`config.mk`:
```
export PLATFORM = sky130hd
export DESIGN_NAME = ir_code_rx
export DESIGN_NICKNAME = d
export VERILOG_FILES = /design/src/rtl/ir_code_pkg.sv /design/src/rtl/ir_code_store.sv /design/src/rtl/ir_rx_flags.sv /design/src/rtl/ir_rx_regs.sv /design/src/rtl/ir_code_rx.sv
export SDC_FILE = /design/constraint.sdc
export NUM_CORES = 1
export LEC_CHECK = 0
export BUFFER_PORTS_ARGS = -buffer_cell sky130_fd_sc_hd__buf_2
export CORE_MARGIN = 2
export CORE_UTILIZATION = 50
export DETAILED_ROUTE_END_ITERATION = 8
export PLACE_DENSITY_LB_ADDON = 0.1
export SLEW_MARGIN = 5
export SYNTH_ARGS = -nofsm -noshare
export SYNTH_HDL_FRONTEND = slang
export SYNTH_SLANG_ARGS = --single-unit
```
`constraint.sdc`:
```
create_clock -name clk_i -period 4.06 [get_ports clk_i]
set_clock_uncertainty 0.15 [all_clocks]
set_input_delay 1.015 -clock clk_i [delete_from_list [all_inputs] [get_ports clk_i]]
set_output_delay 1.015 -clock clk_i [all_outputs]
set_load 0.005 [all_outputs]
```
`src/rtl/ir_code_pkg.sv`:
```
package ir_code_pkg;
  localparam int unsigned REG_W  = 32;
  localparam int unsigned CODE_W = 8;

  typedef enum logic [1:0] {
    SEL_DATA = 2'd0,
    SEL_IEN  = 2'd1,
    SEL_STAT = 2'd2
  } reg_sel_e;

  // bit positions shared by enable and status words
  localparam int unsigned BIT_OV   = 0;
  localparam int unsigned BIT_PE   = 1;
  localparam int unsigned BIT_DA   = 4;
  localparam int unsigned FLD_LSB  = 8;

  typedef struct packed {
    logic da;
    logic pe;
    logic ov;
  } flags_t;
endpackage

```
`src/rtl/ir_code_store.sv`:
```
module ir_code_store #(
  parameter int unsigned DEPTH  = 16,
  parameter int unsigned W      = 8,
  localparam int unsigned PTR_W = $clog2(DEPTH),
  localparam int unsigned CNT_W = $clog2(DEPTH + 1)
) (
  input  logic             clk_i,
  input  logic             rst_ni,
  input  logic             push_i,
  input  logic [W-1:0]     din_i,
  input  logic             pop_i,
  output logic [W-1:0]     dout_o,
  output logic [CNT_W-1:0] count_o,
  output logic             drop_o
);
  logic [W-1:0]     mem_q [DEPTH];
  logic [PTR_W-1:0] wr_ptr_q, rd_ptr_q;
  logic [CNT_W-1:0] cnt_q;
  logic             full, empty, pop_ok, push_ok;

  assign full    = (cnt_q == CNT_W'(DEPTH));
  assign empty   = (cnt_q == '0);
  assign pop_ok  = pop_i && !empty;
  // a pop in the same cycle frees a slot for the incoming code
  assign push_ok = push_i && (!full || pop_ok);
  assign drop_o  = push_i && !push_ok;
  assign dout_o  = empty ? '0 : mem_q[rd_ptr_q];
  assign count_o = cnt_q;

  function automatic logic [PTR_W-1:0] ptr_inc(input logic [PTR_W-1:0] p);
    if (p == PTR_W'(DEPTH - 1)) return '0;
    return p + 1'b1;
  endfunction

  always_ff @(posedge clk_i or negedge rst_ni) begin
    if (!rst_ni) begin
      wr_ptr_q <= '0;
      rd_ptr_q <= '0;
      cnt_q    <= '0;
    end else begin
      if (push_ok) wr_ptr_q <= ptr_inc(wr_ptr_q);
      if (pop_ok)  rd_ptr_q <= ptr_inc(rd_ptr_q);
      case ({push_ok, pop_ok})
        2'b10:   cnt_q <= cnt_q + 1'b1;
        2'b01:   cnt_q <= cnt_q - 1'b1;
        default: cnt_q <= cnt_q;
      endcase
    end
  end

  always_ff @(posedge clk_i) begin
    if (push_ok) mem_q[wr_ptr_q] <= din_i;
  end
endmodule

```
`src/rtl/ir_rx_flags.sv`:
```
module ir_rx_flags
  import ir_code_pkg::*;
#(
  parameter int unsigned CNT_W = 5
) (
  input  logic             clk_i,
  input  logic             rst_ni,
  input  logic             ov_set_i,
  input  logic             pe_set_i,
  input  logic [CNT_W-1:0] count_i,
  input  logic [CNT_W-1:0] level_i,
  input  flags_t           clr_i,
  output flags_t           flags_o
);
  flags_t set, flags_q;

  assign set.ov = ov_set_i;
  assign set.pe = pe_set_i;
  assign set.da = (count_i > level_i);

  // set dominates a simultaneous clear
  always_ff @(posedge clk_i or negedge rst_ni) begin
    if (!rst_ni) flags_q <= '0;
    else         flags_q <= set | (flags_q & ~clr_i);
  end

  assign flags_o = flags_q;
endmodule

```
`src/rtl/ir_rx_regs.sv`:
```
module ir_rx_regs
  import ir_code_pkg::*;
#(
  parameter int unsigned CNT_W = 5
) (
  input  logic             clk_i,
  input  logic             rst_ni,
  input  logic [1:0]       addr_i,
  input  logic             wr_i,
  input  logic             rd_i,
  input  logic [REG_W-1:0] wdata_i,
  input  flags_t           flags_i,
  input  logic [CNT_W-1:0] count_i,
  input  logic [CODE_W-1:0] code_i,
  output flags_t           en_o,
  output logic [CNT_W-1:0] level_o,
  output logic             pop_o,
  output flags_t           clr_o,
  output logic [REG_W-1:0] rdata_o
);
  flags_t           en_q;
  logic [CNT_W-1:0] lvl_q;
  logic [REG_W-1:0] rdata_q, rd_mux;
  reg_sel_e         sel;

  assign sel   = reg_sel_e'(addr_i);
  assign pop_o = rd_i && (sel == SEL_DATA);

  always_comb begin
    clr_o = '0;
    if (wr_i && sel == SEL_STAT) begin
      clr_o.ov = wdata_i[BIT_OV];
      clr_o.pe = wdata_i[BIT_PE];
      clr_o.da = wdata_i[BIT_DA];
    end
  end

  function automatic logic [REG_W-1:0] pack_word(input flags_t f,
                                                  input logic [CNT_W-1:0] fld);
    logic [REG_W-1:0] w;
    w = '0;
    w[BIT_OV] = f.ov;
    w[BIT_PE] = f.pe;
    w[BIT_DA] = f.da;
    w[FLD_LSB +: CNT_W] = fld;
    return w;
  endfunction

  always_comb begin
    unique case (sel)
      SEL_DATA: rd_mux = REG_W'(code_i);
      SEL_IEN:  rd_mux = pack_word(en_q, lvl_q);
      SEL_STAT: rd_mux = pack_word(flags_i, count_i);
      default:  rd_mux = '0;
    endcase
  end

  always_ff @(posedge clk_i or negedge rst_ni) begin
    if (!rst_ni) begin
      en_q    <= '0;
      lvl_q   <= '0;
      rdata_q <= '0;
    end else begin
      if (wr_i && sel == SEL_IEN) begin
        en_q.ov <= wdata_i[BIT_OV];
        en_q.pe <= wdata_i[BIT_PE];
        en_q.da <= wdata_i[BIT_DA];
        lvl_q   <= wdata_i[FLD_LSB +: CNT_W];
      end
      if (rd_i) rdata_q <= rd_mux;
    end
  end

  assign en_o    = en_q;
  assign level_o = lvl_q;
  assign rdata_o = rdata_q;
endmodule

```
`src/rtl/ir_code_rx.sv`:
```
module ir_code_rx
  import ir_code_pkg::*;
#(
  parameter int unsigned DEPTH  = 16,
  localparam int unsigned CNT_W = $clog2(DEPTH + 1)
) (
  input  logic              clk_i,
  input  logic              rst_ni,
  input  logic              code_valid_i,
  input  logic [CODE_W-1:0] code_i,
  input  logic              pkt_end_i,
  input  logic [1:0]        reg_addr_i,
  input  logic              reg_wr_i,
  input  logic              reg_rd_i,
  input  logic [REG_W-1:0]  reg_wdata_i,
  output logic [REG_W-1:0]  reg_rdata_o,
  output logic [CNT_W-1:0]  fill_o,
  output logic              irq_o
);
  logic [CODE_W-1:0] head;
  logic [CNT_W-1:0]  count, level;
  logic              pop, drop;
  flags_t            flags, en, clr;

  generate
    if (DEPTH != 16 && DEPTH != 64) begin : g_bad_depth
      initial $error("ir_code_rx: DEPTH must be 16 or 64");
    end
  endgenerate

  ir_code_store #(.DEPTH(DEPTH), .W(CODE_W)) u_store (
    .clk_i   (clk_i),
    .rst_ni  (rst_ni),
    .push_i  (code_valid_i),
    .din_i   (code_i),
    .pop_i   (pop),
    .dout_o  (head),
    .count_o (count),
    .drop_o  (drop)
  );

  ir_rx_flags #(.CNT_W(CNT_W)) u_flags (
    .clk_i    (clk_i),
    .rst_ni   (rst_ni),
    .ov_set_i (drop),
    .pe_set_i (pkt_end_i),
    .count_i  (count),
    .level_i  (level),
    .clr_i    (clr),
    .flags_o  (flags)
  );

  ir_rx_regs #(.CNT_W(CNT_W)) u_regs (
    .clk_i   (clk_i),
    .rst_ni  (rst_ni),
    .addr_i  (reg_addr_i),
    .wr_i    (reg_wr_i),
    .rd_i    (reg_rd_i),
    .wdata_i (reg_wdata_i),
    .flags_i (flags),
    .count_i (count),
    .code_i  (head),
    .en_o    (en),
    .level_o (level),
    .pop_o   (pop),
    .clr_o   (clr),
    .rdata_o (reg_rdata_o)
  );

  assign fill_o = count;
  assign irq_o  = |(flags & en);
endmodule

```
### Word level (Yosys, flattened, before mapping)

Memory sizes are Yosys's and may differ from the RTL's.
Cells that the tools add are included.
W data, S select, Z words.

* flip-flop bits (word level): 56
* memory bits (writable): 128
* bits of input ports: 48
* output and inout port bits: 38
* logic and storage cells: 56
* memories: 1

* add/sub/neg operators: 4
* $lt $le $gt $ge: 1
* eq/ne operators: 7
* muxes and demuxes: 14
* bitwise operators: 4
* reduce and logical (&&, ||, !) cells: 14

Memories
* u_store.mem_q: depth 16, bits a word 8, read ports 1, clocked after memory_dff 0, write ports 1, line ir_code_store.sv:16 `logic [W-1:0] mem_q [DEPTH];`

Operators by type and width (count)
* $pmux W13 S3: 1
* $mux W4: 4
* $pmux W5 S2: 1
* $add A4 B1 Y4 const B: 2
* $eq A4 B4 Y1 const B: 2
* $mux W8: 1
* $and A3 B3 Y3: 2
* $logic_and A1 B1 Y1: 6
* $mux W1: 6
* $add A5 B1 Y5 const B: 1
* $eq A5 B5 Y1 const B: 1
* $gt A5 B5 Y1: 1
* $logic_not A5 Y1: 1
* $sub A5 B1 Y5 const B: 1
* $eq A2 B1 Y1 const B: 2
* $eq A2 B2 Y1 const B: 2
* $logic_not A1 Y1: 3
* $mux W3: 1
* $not A3 Y3: 1
* $or A3 B3 Y3: 1
* $reduce_or A3 Y1: 1
* $logic_not A2 Y1: 1
* $reduce_bool A2 Y1: 1
* $logic_or A1 B1 Y1: 1

### Logic depth before layout (Yosys ltp)

Gate-level depths: netlist (run 1).

* depth after elaboration: 8
* gate-level depth with buffers: 10
* mapped depth without buffers: 10

### By module

From an unflattened synthesis (run 1), not the netlist that was laid out.

* cells, all modules: 429
* area, all modules: 7124.3 um2

Modules (own cells, without submodules)
* ir_code_store: times used 1, cells an instance 298, area an instance 5780.5 um2, sequential area each 4169.0 um2
* ir_rx_regs: times used 1, cells an instance 103, area an instance 1096.1 um2, sequential area each 525.5 um2
* ir_rx_flags: times used 1, cells an instance 26, area an instance 234.0 um2, sequential area each 75.1 um2
* ir_code_rx: times used 1, cells an instance 2, area an instance 13.8 um2, sequential area each 0.0 um2

### Worst setup path after synthesis (run 1)

No wires, ideal clock.

* path type: in2reg
* start point: input reg_addr_i[1]
* end point: register u_store.cnt_q[4] (netlist: u_store.count_o[4])
* library setup time: 124 ps
* arrival: 2804 ps
* data required time: 3786 ps
* path slack: 982 ps
* cell stages on the path: 10
* path buffers: 0
* cell sequence: nor3b_4 -> o21ai_4 -> nor2_4 -> inv_1 -> fa_1 -> nor2b_1 -> o21ai_0 -> nor2b_1 -> o221a_2 -> a211o_1

* cells in the longest elaborated chain, start to end: 7
* elaborated cells on any way between the ends: 9
* those cells by class: 2 x eq/ne; 1 x mux; 6 x reduce/logical

RTL lines
* start, declared: line ir_code_rx.sv:12 `input logic [1:0] reg_addr_i,`
* $logic_not A2 Y1 (*): line ir_rx_regs.sv:27 `assign pop_o = rd_i && (sel == SEL_DATA);`
* $logic_and A1 B1 Y1 (*): line ir_rx_regs.sv:27
* $logic_and A1 B1 Y1 (*): line ir_code_store.sv:23 `assign pop_ok = pop_i && !empty;`
* $logic_or A1 B1 Y1: line ir_code_store.sv:25 `assign push_ok = push_i && (!full || pop_ok);`
* $logic_and A1 B1 Y1: line ir_code_store.sv:25
* $eq A2 B1 Y1 or $eq A2 B2 Y1 (tied branches): line ir_code_store.sv:43 `case ({push_ok, pop_ok})`
* $pmux W5 S2 or $reduce_bool A2 Y1 (tied branches)
* end signal, assigned: line ir_code_store.sv:44 `2'b10: cnt_q <= cnt_q + 1'b1;`
* end signal, assigned: line ir_code_store.sv:45 `2'b01: cnt_q <= cnt_q - 1'b1;`
* end signal, assigned: line ir_code_store.sv:46 `default: cnt_q <= cnt_q;`
* end, declared: line ir_code_store.sv:18 `logic [CNT_W-1:0] cnt_q;`

Every way passes the cells marked *; elsewhere a longest branch is shown, timed or not.
A chain may end at the register's enable or synchronous reset.

### Worst setup path after layout (run 1)

* start point: input reg_rd_i
* end point: register u_store.cnt_q[4] (netlist: u_store.count_o[4])

* cells in the longest elaborated chain, start to end: 6
* elaborated cells on any way between the ends: 8
* those cells by class: 2 x eq/ne; 1 x mux; 5 x reduce/logical

RTL lines
* start, declared: line ir_code_rx.sv:14 `input logic reg_rd_i,`
* $logic_and A1 B1 Y1 (*): line ir_rx_regs.sv:27
* $logic_and A1 B1 Y1 (*): line ir_code_store.sv:23
* $logic_or A1 B1 Y1: line ir_code_store.sv:25
* $logic_and A1 B1 Y1: line ir_code_store.sv:25
* $eq A2 B1 Y1 or $eq A2 B2 Y1 (tied branches): line ir_code_store.sv:43
* $pmux W5 S2 or $reduce_bool A2 Y1 (tied branches)

Marks and branches as above.

==> results of run 1 <==
[state kept, by name (all words and copies together) (netlist names)]
name,cells
u_regs.en_o,3
u_store.rd_ptr_q,4
u_store.wr_ptr_q,4
u_store.count_o,5
u_regs.level_o,5
u_flags.flags_o,3
u_store.mem_q,128
u_regs.rdata_o,13
[logic make-up after synthesis]
family                   Yosys count
buffers and inverters             51
AND/OR/NAND/NOR                   75
XOR/XNOR                           5
multiplexers                      59
other                              1
adder cells (fa/ha/maj)           14
AO/OA/AOI/OAI                     49
flip-flops                       165
[worst reg2reg max path: stages (launching register included)]
cell and delay, ns:
dfrtp_1 0.48, or4_4 0.59, o21ai_4 0.21, nor2_4 0.08, ha_1 0.33, nor2b_1 0.15
o21ai_0 0.20, nand3b_1 0.11, o221a_2 0.28, a211o_1 0.22
[synth_stat cells, drive strengths merged]
master,number
mux2,10
nand4,2
nor2b,6
a311oi,1
buf,29
and3,5
dfrtp,37
nand3b,2
a21oi,8
or3b,1
and2,8
mux2i,17
a222oi,1
nand3,8
xnor2,5
o221ai,8
o221a,1
mux4,32
a21boi,1
edfxtp,128
nor2,10
ha,13
clkbuf,7
nor3,1
a211oi,1
or4,1
inv,15
conb,1
o22ai,1
o21ai,13
a22oi,8
a31oi,1
o31a,1
fa,1
a21o,3
nor3b,2
a211o,1
nand2b,8
nor4,1
nand2,20
[routing by layer]
metal | wire [µm] | up-vias | track usage (%)
met1 | 5580 | 1837 | 25.7
met3 | 858 | 6 | 4.79
li1 | - | 1690 | -
met2 | 7080 | 113 | 32.8
met4 | 74 | 0 | 6.18
met5 | 0 | - | 0
[final timing paths]
path	startpoint	to	slack (ns)	cells past startpoint
setup / recovery	reg_rd_i	u_store.count_o[4]	0.78	11
hold / removal	u_flags.flags_o[1]	u_flags.flags_o[1]	0.37	1
setup reg to reg	u_store.count_o[3]	u_store.count_o[4]	1.15	9
hold reg to reg	u_flags.flags_o[1]	u_flags.flags_o[1]	0.37	1
max in group asynchronous	rst_ni	u_store.rd_ptr_q[2]	2.57	1
min in group asynchronous	rst_ni	u_regs.level_o[0]	0.56	1
[cell type report]
class                   count  share of cell area (%)
inverters                  15                   0.706
multi-input cells         221                    26.1
repair buffers             49                    3.45
clock buffers              18                    5.51
well taps                 180                    2.82
flip-flops and latches    165                    59.8
clock inverters            14                    1.55
[metrics by stage]
step,hold slack (ns),cells
after global routing,0.391,662
after CTS,0.369,662
final,0.366,662
after global placement,0.352,630
after detailed placement,0.356,630
after floorplan,0.317,437
[power groups by stage]
stage / Combinational (mW) / Clock, mW / Sequential (mW)
final: 1.14 / 1.52 / 2.32
after global routing: 1.27 / 1.62 / 2.36
after CTS: 1.16 / 1.55 / 2.33
after detailed placement: 1.16 / 0 / 2.36
after global placement: 1.13 / 0 / 2.35
after floorplan: 0.923 / 0 / 2.20
==> flow_summary.toml, run 1 <==
[outcome]
status = "finished, final reports clean"

[route]
vias = 3646
avgViaCountPerCell = 5.51
ant_nets = 0
wl_per_cell_um = 20.5
drtPass1Iterations = 4
drc_errors = 0
wl_um = 13600
drt_iter0_drc = 256

[clock_tree]
cts_root_buffer = "clkbuf_16"
postCtsSetupRepairBufs = 0
cts_tree = "yes"
clk_path_buf_depth = 2
htreeDepth = 4
cts_resized = 0
ctsHoldBuffers = 0
clock_sinks = 165
clock_latency_ns = 0.42
clkTransAtPathRegs_ns = 0.06
cts-buffers-inserted = 17

[power_and_ir_drop]
power_switching_share_pct = 29.4
intPower_mw = 3.52
p_leak_nw = 2.91
peakVddDrop_uv = 322
power_frac_comb_pct = 22.9
power.switching_mw = 1.47
power_density_nw_per_um2 = 625
p_seq_share_pct = 46.6
clockPowerShare_pct = 30.5
fin_total_pwr_mw = 4.98

[global_routing]
grt_max_degree = 38
grt_overflow = 0
antenna_found_initial = 0
grt_pass1_wl_um = 21000
grt_pass1_vias = 3742
grt_usage_pct = 19.7

[logic_synthesis]
yosysWarningCount = 0
ys_top_cells_by_area = "edfxtp_1, dfrtp_1, mux4_2"
synth-compound-area-share_pct = 5.12
syn_inst = 419
syn_area_um2 = 7060
yosysTopAreaCell = "edfxtp_1"
synthSimpleGateAreaFrac_pct = 5.86
synth_top_area_share_pct = 54.4
ys_types = 47
synth.area.mux_share_pct = 14.3
ys_seq_elements = 165
synth_top_family_by_area = "multiplexers"
syn-mean-instance-area_um2 = 16.9
synthAdderAreaFrac_pct = 2.59
synth-seq-area-share_pct = 67.5
synthXorXnorAreaFrac_pct = 0.620

[layout]
most-common-layout-cells = "edfxtp_1, buf_2, dfrtp_1, mux4_2, nand2_1"
finalNetCount = 531
antenna-diode-count = 0
n_fill_cell = 1044
multi_input_area_um2 = 2080
layout-drive-gt1-share_pct = 27.6
mostFrequentLayoutCell = "edfxtp_1"
stdcell_area_um2 = 7980
syn2layout_area_growth_pct = 12.9
fin_util_pct = 57.7
seq_area_um2 = 4770

[sta]
fin_crit_sh_pct = 80.9
rsz0062_at_grt = "false"
final_hold_viol_count = 0
period_minus_slack_ns = 3.28
finalSetupTns_ns = 0
setup_violations = 0
max_freq_mhz = 305
setup_ws_ns = 0.777
slew_viol_final = 0
maxSlewHeadroom_pct = 22.7
worst_slew_pin_slew_ns = 1.16

[worst_setup_path]
cpMaxStageDelayCell = "nor3b_4"
criticalPathCategory = "input port to register"
cp.buffers_inverters = 2
cp.arrival_ns = 3.44
crit_path_max_fanout = 22
cp_top_family = "simple AND/OR/NAND/NOR gates"
required_ns = 4.22
cp-start-kind = "input port"
endpoint_kind = "register"
critPathMaxStageDelay_ns = 0.43
worstPathCellList = "buf_2 > nor3b_4 > o21ai_4 > nor2_4 > inv_1 > fa_1 > nor2b_1 > o21ai_0 > nor2b_1 > o221a_2 > a211o_1"
cpMostUsedCell = "nor2b_1"

[floorplan]
fp.dieW_um = 123
coreArea_um2 = 13800
die_y_um = 123
rows = 43
ioPinCount = 86
start_util_pct = 51.1
dieArea_um2 = 15100

[placed_design]
portBuffers = 42
dp.final_hpwl_um = 8900
pre_cts_slack_ns = 0.372
place_area_um2 = 7410
place_congestion = 0.792

[run]
drv_cap = 0

[hold_path]
hold_path_class = "register to register"
Note: power is estimated with default switching activity, not from simulation.
==> run 2: changes to the inputs <==
--- a/config.mk
+++ b/config.mk
@@ -5,6 +5,7 @@
 export SDC_FILE = /design/constraint.sdc
 export NUM_CORES = 1
 export LEC_CHECK = 0
+export ABC_AREA = 1
 export BUFFER_PORTS_ARGS = -buffer_cell sky130_fd_sc_hd__buf_2
 export CORE_MARGIN = 2
 export CORE_UTILIZATION = 50
==> constraint.sdc (replaced) <==
create_clock -name clk_i -period 3.29 [get_ports clk_i]
set_clock_uncertainty 0.15 [all_clocks]
set_input_delay 0.8225 -clock clk_i [delete_from_list [all_inputs] [get_ports clk_i]]
set_output_delay 0.8225 -clock clk_i [all_outputs]
set_load 0.005 [all_outputs]
==> run 2 against run 1 <==
Worst hold slack lost 0.042 ns. Synthesized area increased by 5.1%. Register-to-register slack worse by 0.42 ns. Largest power group unchanged.
==> flow_summary.toml, run 2 <==
[outcome]
status = "finished, final reports clean"

[clock_tree]
ctsHoldBuffers = 0
clock_latency_ns = 0.42
clock_sinks = 165
clkTransAtPathRegs_ns = 0.06
cts_resized = 0
cts-buffers-inserted = 17
cts_tree = "yes"
htreeDepth = 4
clk_path_buf_depth = 2
postCtsSetupRepairBufs = 0
cts_root_buffer = "clkbuf_16"

[sta]
finalSetupTns_ns = 0
fin_crit_sh_pct = 80.1
rsz0062_at_grt = "false"
period_minus_slack_ns = 2.64
final_hold_viol_count = 0
setup_violations = 0
worst_slew_pin_slew_ns = 0.861
slew_viol_final = 0
maxSlewHeadroom_pct = 42.6
max_freq_mhz = 379

[power_and_ir_drop]
power.switching_mw = 2.24
p_seq_share_pct = 40.9
power_frac_comb_pct = 29.4
peakVddDrop_uv = 456
p_leak_nw = 3.55
clockPowerShare_pct = 29.8
power_density_nw_per_um2 = 791
power_switching_share_pct = 33.8
intPower_mw = 4.38

[floorplan]
coreArea_um2 = 14500
start_util_pct = 51.1
ioPinCount = 86
die_y_um = 126
dieArea_um2 = 15800
rows = 44
fp.dieW_um = 126

[placed_design]
dp.final_hpwl_um = 10100
place_congestion = 0.821
portBuffers = 42

[layout]
largest_register_ffs = 128
most-common-layout-cells = "nand2_1, edfxtp_1, nor2_1, inv_1, nand3_1"
layout-drive-gt1-share_pct = 13.7
mostFrequentLayoutCell = "nand2_1"
antenna-diode-count = 0
fin_util_pct = 57.6
seq_area_um2 = 4770
top_register = "u_store.mem_q"
multi_input_area_um2 = 2110
n_fill_cell = 1270
finalNetCount = 821
syn2layout_area_growth_pct = 12.7

[worst_setup_path]
cp.depth = 9
required_ns = 3.27
endpoint_kind = "register"
reg2regPathDepth = 9
cp-start-kind = "input port"
cp_top_family = "simple AND/OR/NAND/NOR gates"
criticalPathCategory = "input port to register"
worstPathCellList = "buf_2 > nor2_1 > nand2_1 > o21bai_2 > nand2_1 > inv_1 > nand2_2 > nor2_1 > buf_4"
cp.arrival_ns = 2.62
cp.buffers_inverters = 3
cpMaxStageDelayCell = "nor2_1"
crit_path_max_fanout = 11
critPathMaxStageDelay_ns = 0.36

[route]
drt_iter0_drc = 336
met1Wirelength_um = 7080
wl_met3_um = 665
dr_wl_met2_um = 7610
ant_nets = 0
vias = 4968
highest_layer = "met4"
avgViaCountPerCell = 5.20
wl_um = 15600
drc_errors = 0
wl_per_cell_um = 16.4
drtPass1Iterations = 4

[logic_synthesis]
synthArstFlopShare_pct = 22.4
synth_commonest_cells = "nand2_1, edfxtp_1, nor2_1, inv_1, nand3_1"
synthAdderAreaFrac_pct = 2.46
yosysWarningCount = 0
ys_seq_elements = 165
yosysTopAreaCell = "edfxtp_1"
ys_types = 37
synth-seq-area-share_pct = 64.3
synth-compound-area-share_pct = 7.70
synth_top_area_share_pct = 51.8
synth.area.mux_share_pct = 0
ys_top_cells_by_area = "edfxtp_1, dfrtp_1, nand2_1"
synth_edf_count = 128
yosysMostFrequentCell = "nand2_1"
ys.flop_type = "edfxtp_1"
syn_inst = 706
syn-mean-instance-area_um2 = 10.5
synthXorXnorAreaFrac_pct = 0.590
syn_area_um2 = 7420
synth_top_family_by_area = "simple AND/OR/NAND/NOR gates"
synthSimpleGateAreaFrac_pct = 16.7

[global_routing]
antenna_found_initial = 0
grt_usage_pct = 21.0
grt_pass1_vias = 4921
grt_max_degree = 67
grt_pass1_wl_um = 25700
grt_overflow = 0

[hold_path]
holdPathStages = 2
hold_path_class = "register to register"

[run]
drv_cap = 0
[run 2: metrics by stage]
step / hold slack [ns] / instance area, µm² / std cells / total power [mW] / worst slack, ns
finish: 0.325 / 8370 / 955 / 6.62 / 0.655
global route: 0.346 / 8370 / 955 / 7.08 / 0.521
CTS: 0.327 / 8370 / 955 / 6.69 / 0.668
detailed placement: 0.311 / 7780 / 924 / 4.72 / 0.229
global placement: 0.309 / 7780 / 924 / 4.67 / 0.290
floorplan: 0.303 / 7490 / 724 / 4.13 / 0.695
[run 2: layout make-up]
| type | count | share of cell area (%) |
|---|---|---|
| multi-input combinational | 436 | 25.2 |
| clock buffer | 19 | 5.17 |
| clock inverter | 12 | 1.87 |
| inverter | 76 | 3.41 |
| sequential | 165 | 57.0 |
| tap | 184 | 2.75 |
| timing repair buffer | 63 | 4.55 |
[run 2: power by group through the flow]
stage | logic [mW] | clock network, mW | registers [mW]
after floorplan | 1.42 | 0 | 2.70
after global placement | 1.93 | 0 | 2.74
after detailed placement | 1.97 | 0 | 2.75
after CTS | 1.98 | 2.01 | 2.71
after global routing | 2.23 | 2.11 | 2.74
final | 1.94 | 1.97 | 2.71
[run 2: path summary, 6_finish.rpt]
path                                         start                  end  slack [ns]
worst max register to register  u_store.count_o[3]  u_store.mem_q[9][0]        0.73
worst min register to register   u_regs.rdata_o[6]    u_regs.rdata_o[6]        0.32
worst max-delay path                 reg_addr_i[0]  u_store.mem_q[9][0]        0.65
max in group asynchronous                   rst_ni  u_store.rd_ptr_q[0]        2.03
min in group asynchronous                   rst_ni    u_regs.rdata_o[0]        0.36
worst min-delay path             u_regs.rdata_o[6]    u_regs.rdata_o[6]        0.32
[run 2: kinds of logic after synthesis]
kind of cell	count (synthesis)
AOI/OAI and AO/OA	98
adders and majority gates	14
DFF	165
and+or+nand+nor	300
xor gates and xnor gates	5
other	1
buffers and inverters	123
[run 2: worst min-delay path, stage by stage (launching register included)]
cell     delay (ns)
dfrtp_1        0.33
nand2_1        0.05
nand2_1        0.06
[run 2: layer usage]
layer  vias to the layer above  track usage [%]
li1                       2441                -
met1                      2397             28.3
met2                       111             34.7
met3                        19             3.87
met4                         0             7.24
met5                         -                0
==> run 3: changes to the inputs <==
==> constraint.sdc (replaced) <==
create_clock -name clk_i -period 2.4 [get_ports clk_i]
set_clock_uncertainty 0.15 [all_clocks]
set_input_delay 0.6 -clock clk_i [delete_from_list [all_inputs] [get_ports clk_i]]
set_output_delay 0.6 -clock clk_i [all_outputs]
set_load 0.005 [all_outputs]
==> run 3 against run 2 <==
Wire length rose by 1.9%. First-iteration DRC count rose by 20%. Worst setup slack worse by 0.46 ns. Total power up 34%. Sequential power grew 36%. Via count grew 2.4%. Critical path depth did not move. Global-route usage shrank 0.093 points. Sequential share of layout area decreased by 0.43 points. Flip-flop and latch count unchanged.
==> flow_summary.toml, run 3 (same netlist as run 2, synthesis figures left out) <==
[worst_setup_path]
crit_path_max_fanout = 6
reg2reg_slack_ns = 0.19
critPathMaxStageDelay_ns = 0.43
criticalPathCategory = "register to register"
cpMostUsedCell = "nand2_1"
timing.rr.start = "u_store.count_o[3]"
endpoint_kind = "register"
cp.arrival_ns = 2.19
cpMaxStageDelayCell = "dfrtp_1"
worstPathCellList = "inv_1 > nand4_2 > nand2_1 > o21bai_2 > nand2_1 > inv_1 > nand2_1 > nor2_1 > buf_4"
reg2regPathDepth = 9
required_ns = 2.39
r2r_end = "u_store.mem_q[11][4]"
cp-start-kind = "register"

[floorplan]
rows = 44
dieArea_um2 = 15800
ioPinCount = 86
coreArea_um2 = 14500
fp.dieW_um = 126
die_y_um = 126
start_util_pct = 51.1

[layout]
largest_register_ffs = 128
n_fill_cell = 1245
layout-drive-gt1-share_pct = 15.6
top_register = "u_store.mem_q"
fin_util_pct = 58.0
mostFrequentLayoutCell = "nand2_1"
antenna-diode-count = 0
most-common-layout-cells = "nand2_1, edfxtp_1, nor2_1, inv_1, nand3_1"
syn2layout_area_growth_pct = 13.6
finalNetCount = 842

[sta]
maxSlewHeadroom_pct = 57.4
fin_crit_sh_pct = 91.9
setup_ws_ns = 0.194
rsz0062_at_grt = "false"
slew_viol_final = 0
setup_violations = 0
worst_slew_pin_slew_ns = 0.639
holdWs_ns = 0.0469
final_hold_viol_count = 0
max_freq_mhz = 453
period_minus_slack_ns = 2.21

[clock_tree]
cts-buffers-inserted = 17
cts_root_buffer = "clkbuf_16"
cts_resized = 0
clock_sinks = 165
htreeDepth = 4
cts_tree = "yes"
clkTransAtPathRegs_ns = 0.06
clk_path_buf_depth = 2
ctsHoldBuffers = 0
clock_latency_ns = 0.42
postCtsSetupRepairBufs = 0

[global_routing]
grt_pass1_wl_um = 25400
grt_max_degree = 67
antenna_found_initial = 0
grt_overflow = 0
grt_usage_pct = 20.9
grt_pass1_vias = 4863

[power_and_ir_drop]
peakVddDrop_uv = 592
power_density_nw_per_um2 = 1050
fin_total_pwr_mw = 8.84
p_leak_nw = 3.61

[route]
drc_errors = 0
drt_iter0_drc = 404
vias = 5087
ant_nets = 0
drtPass1Iterations = 5
wl_um = 15900
avgViaCountPerCell = 5.22
wl_per_cell_um = 16.3

[outcome]
status = "finished, final reports clean"

[placed_design]
portBuffers = 42
place_congestion = 0.819
dp.final_hpwl_um = 10500
pre_cts_slack_ns = -0.112

[run]
drv_cap = 0

[hold_path]
hold_path_class = "input port to asynchronous set/reset pin"
[run 3: power by group]
group,switching (mW),internal [mW]
logic,1.83,0.992
clock network,1.04,1.29
registers,0.209,3.48
[run 3: worst max-delay path by stage]
stage / depth (start not counted) / startpoint / to
2_1_floorplan: 12 / reg_rd_i / u_store.count_o[4]
3_3_place_gp: 9 / reg_addr_i[1] / u_store.mem_q[7][0]
3_5_place_dp: 9 / reg_addr_i[1] / u_store.mem_q[3][3]
4_1_cts: 9 / u_store.count_o[3] / u_store.mem_q[3][5]
5_1_grt: 13 / u_store.count_o[3] / u_store.count_o[4]
6_report: 9 / u_store.count_o[3] / u_store.mem_q[11][4]
[run 3: per-layer routing]
layer	share of wire, %	vias to the layer above	global-route usage, %
met3	4.1	20	3.78
met2	48	126	33.5
li1	-	2486	-
met1	46	2455	29.0
met5	0	-	0
met4	1.9	0	7.69
[run 3: layout make-up]
class / count / area, µm² / share of cell area (%)
Multi-Input combinational cell: 436 / 2110 / 25.0
Inverter: 76 / 285 / 3.38
Clock inverter: 11 / 66.3 / 0.787
Timing Repair Buffer: 84 / 538 / 6.38
Clock buffer: 18 / 429 / 5.09
Sequential cell: 165 / 4770 / 56.6
Tap cell: 184 / 230 / 2.73
[run 3: stage by stage]
step / std cells / TNS, ns / area (µm²)
2_1_floorplan: 724 / 0 / 7490
3_3_place_gp: 945 / -2.03 / 7930
3_5_place_dp: 945 / -5.17 / 7930
4_1_cts: 974 / 0 / 8430
5_1_grt: 974 / 0 / 8430
6_report: 974 / 0 / 8430
[run 3: critical path, delay by kind of cell, from the launching register on]
family / cells / cell delay, ns
AND/OR/NAND/NOR: 5 / 0.69
buffers and inverters: 3 / 0.51
flip-flops: 1 / 0.43
AO/OA/AOI/OAI: 1 / 0.14
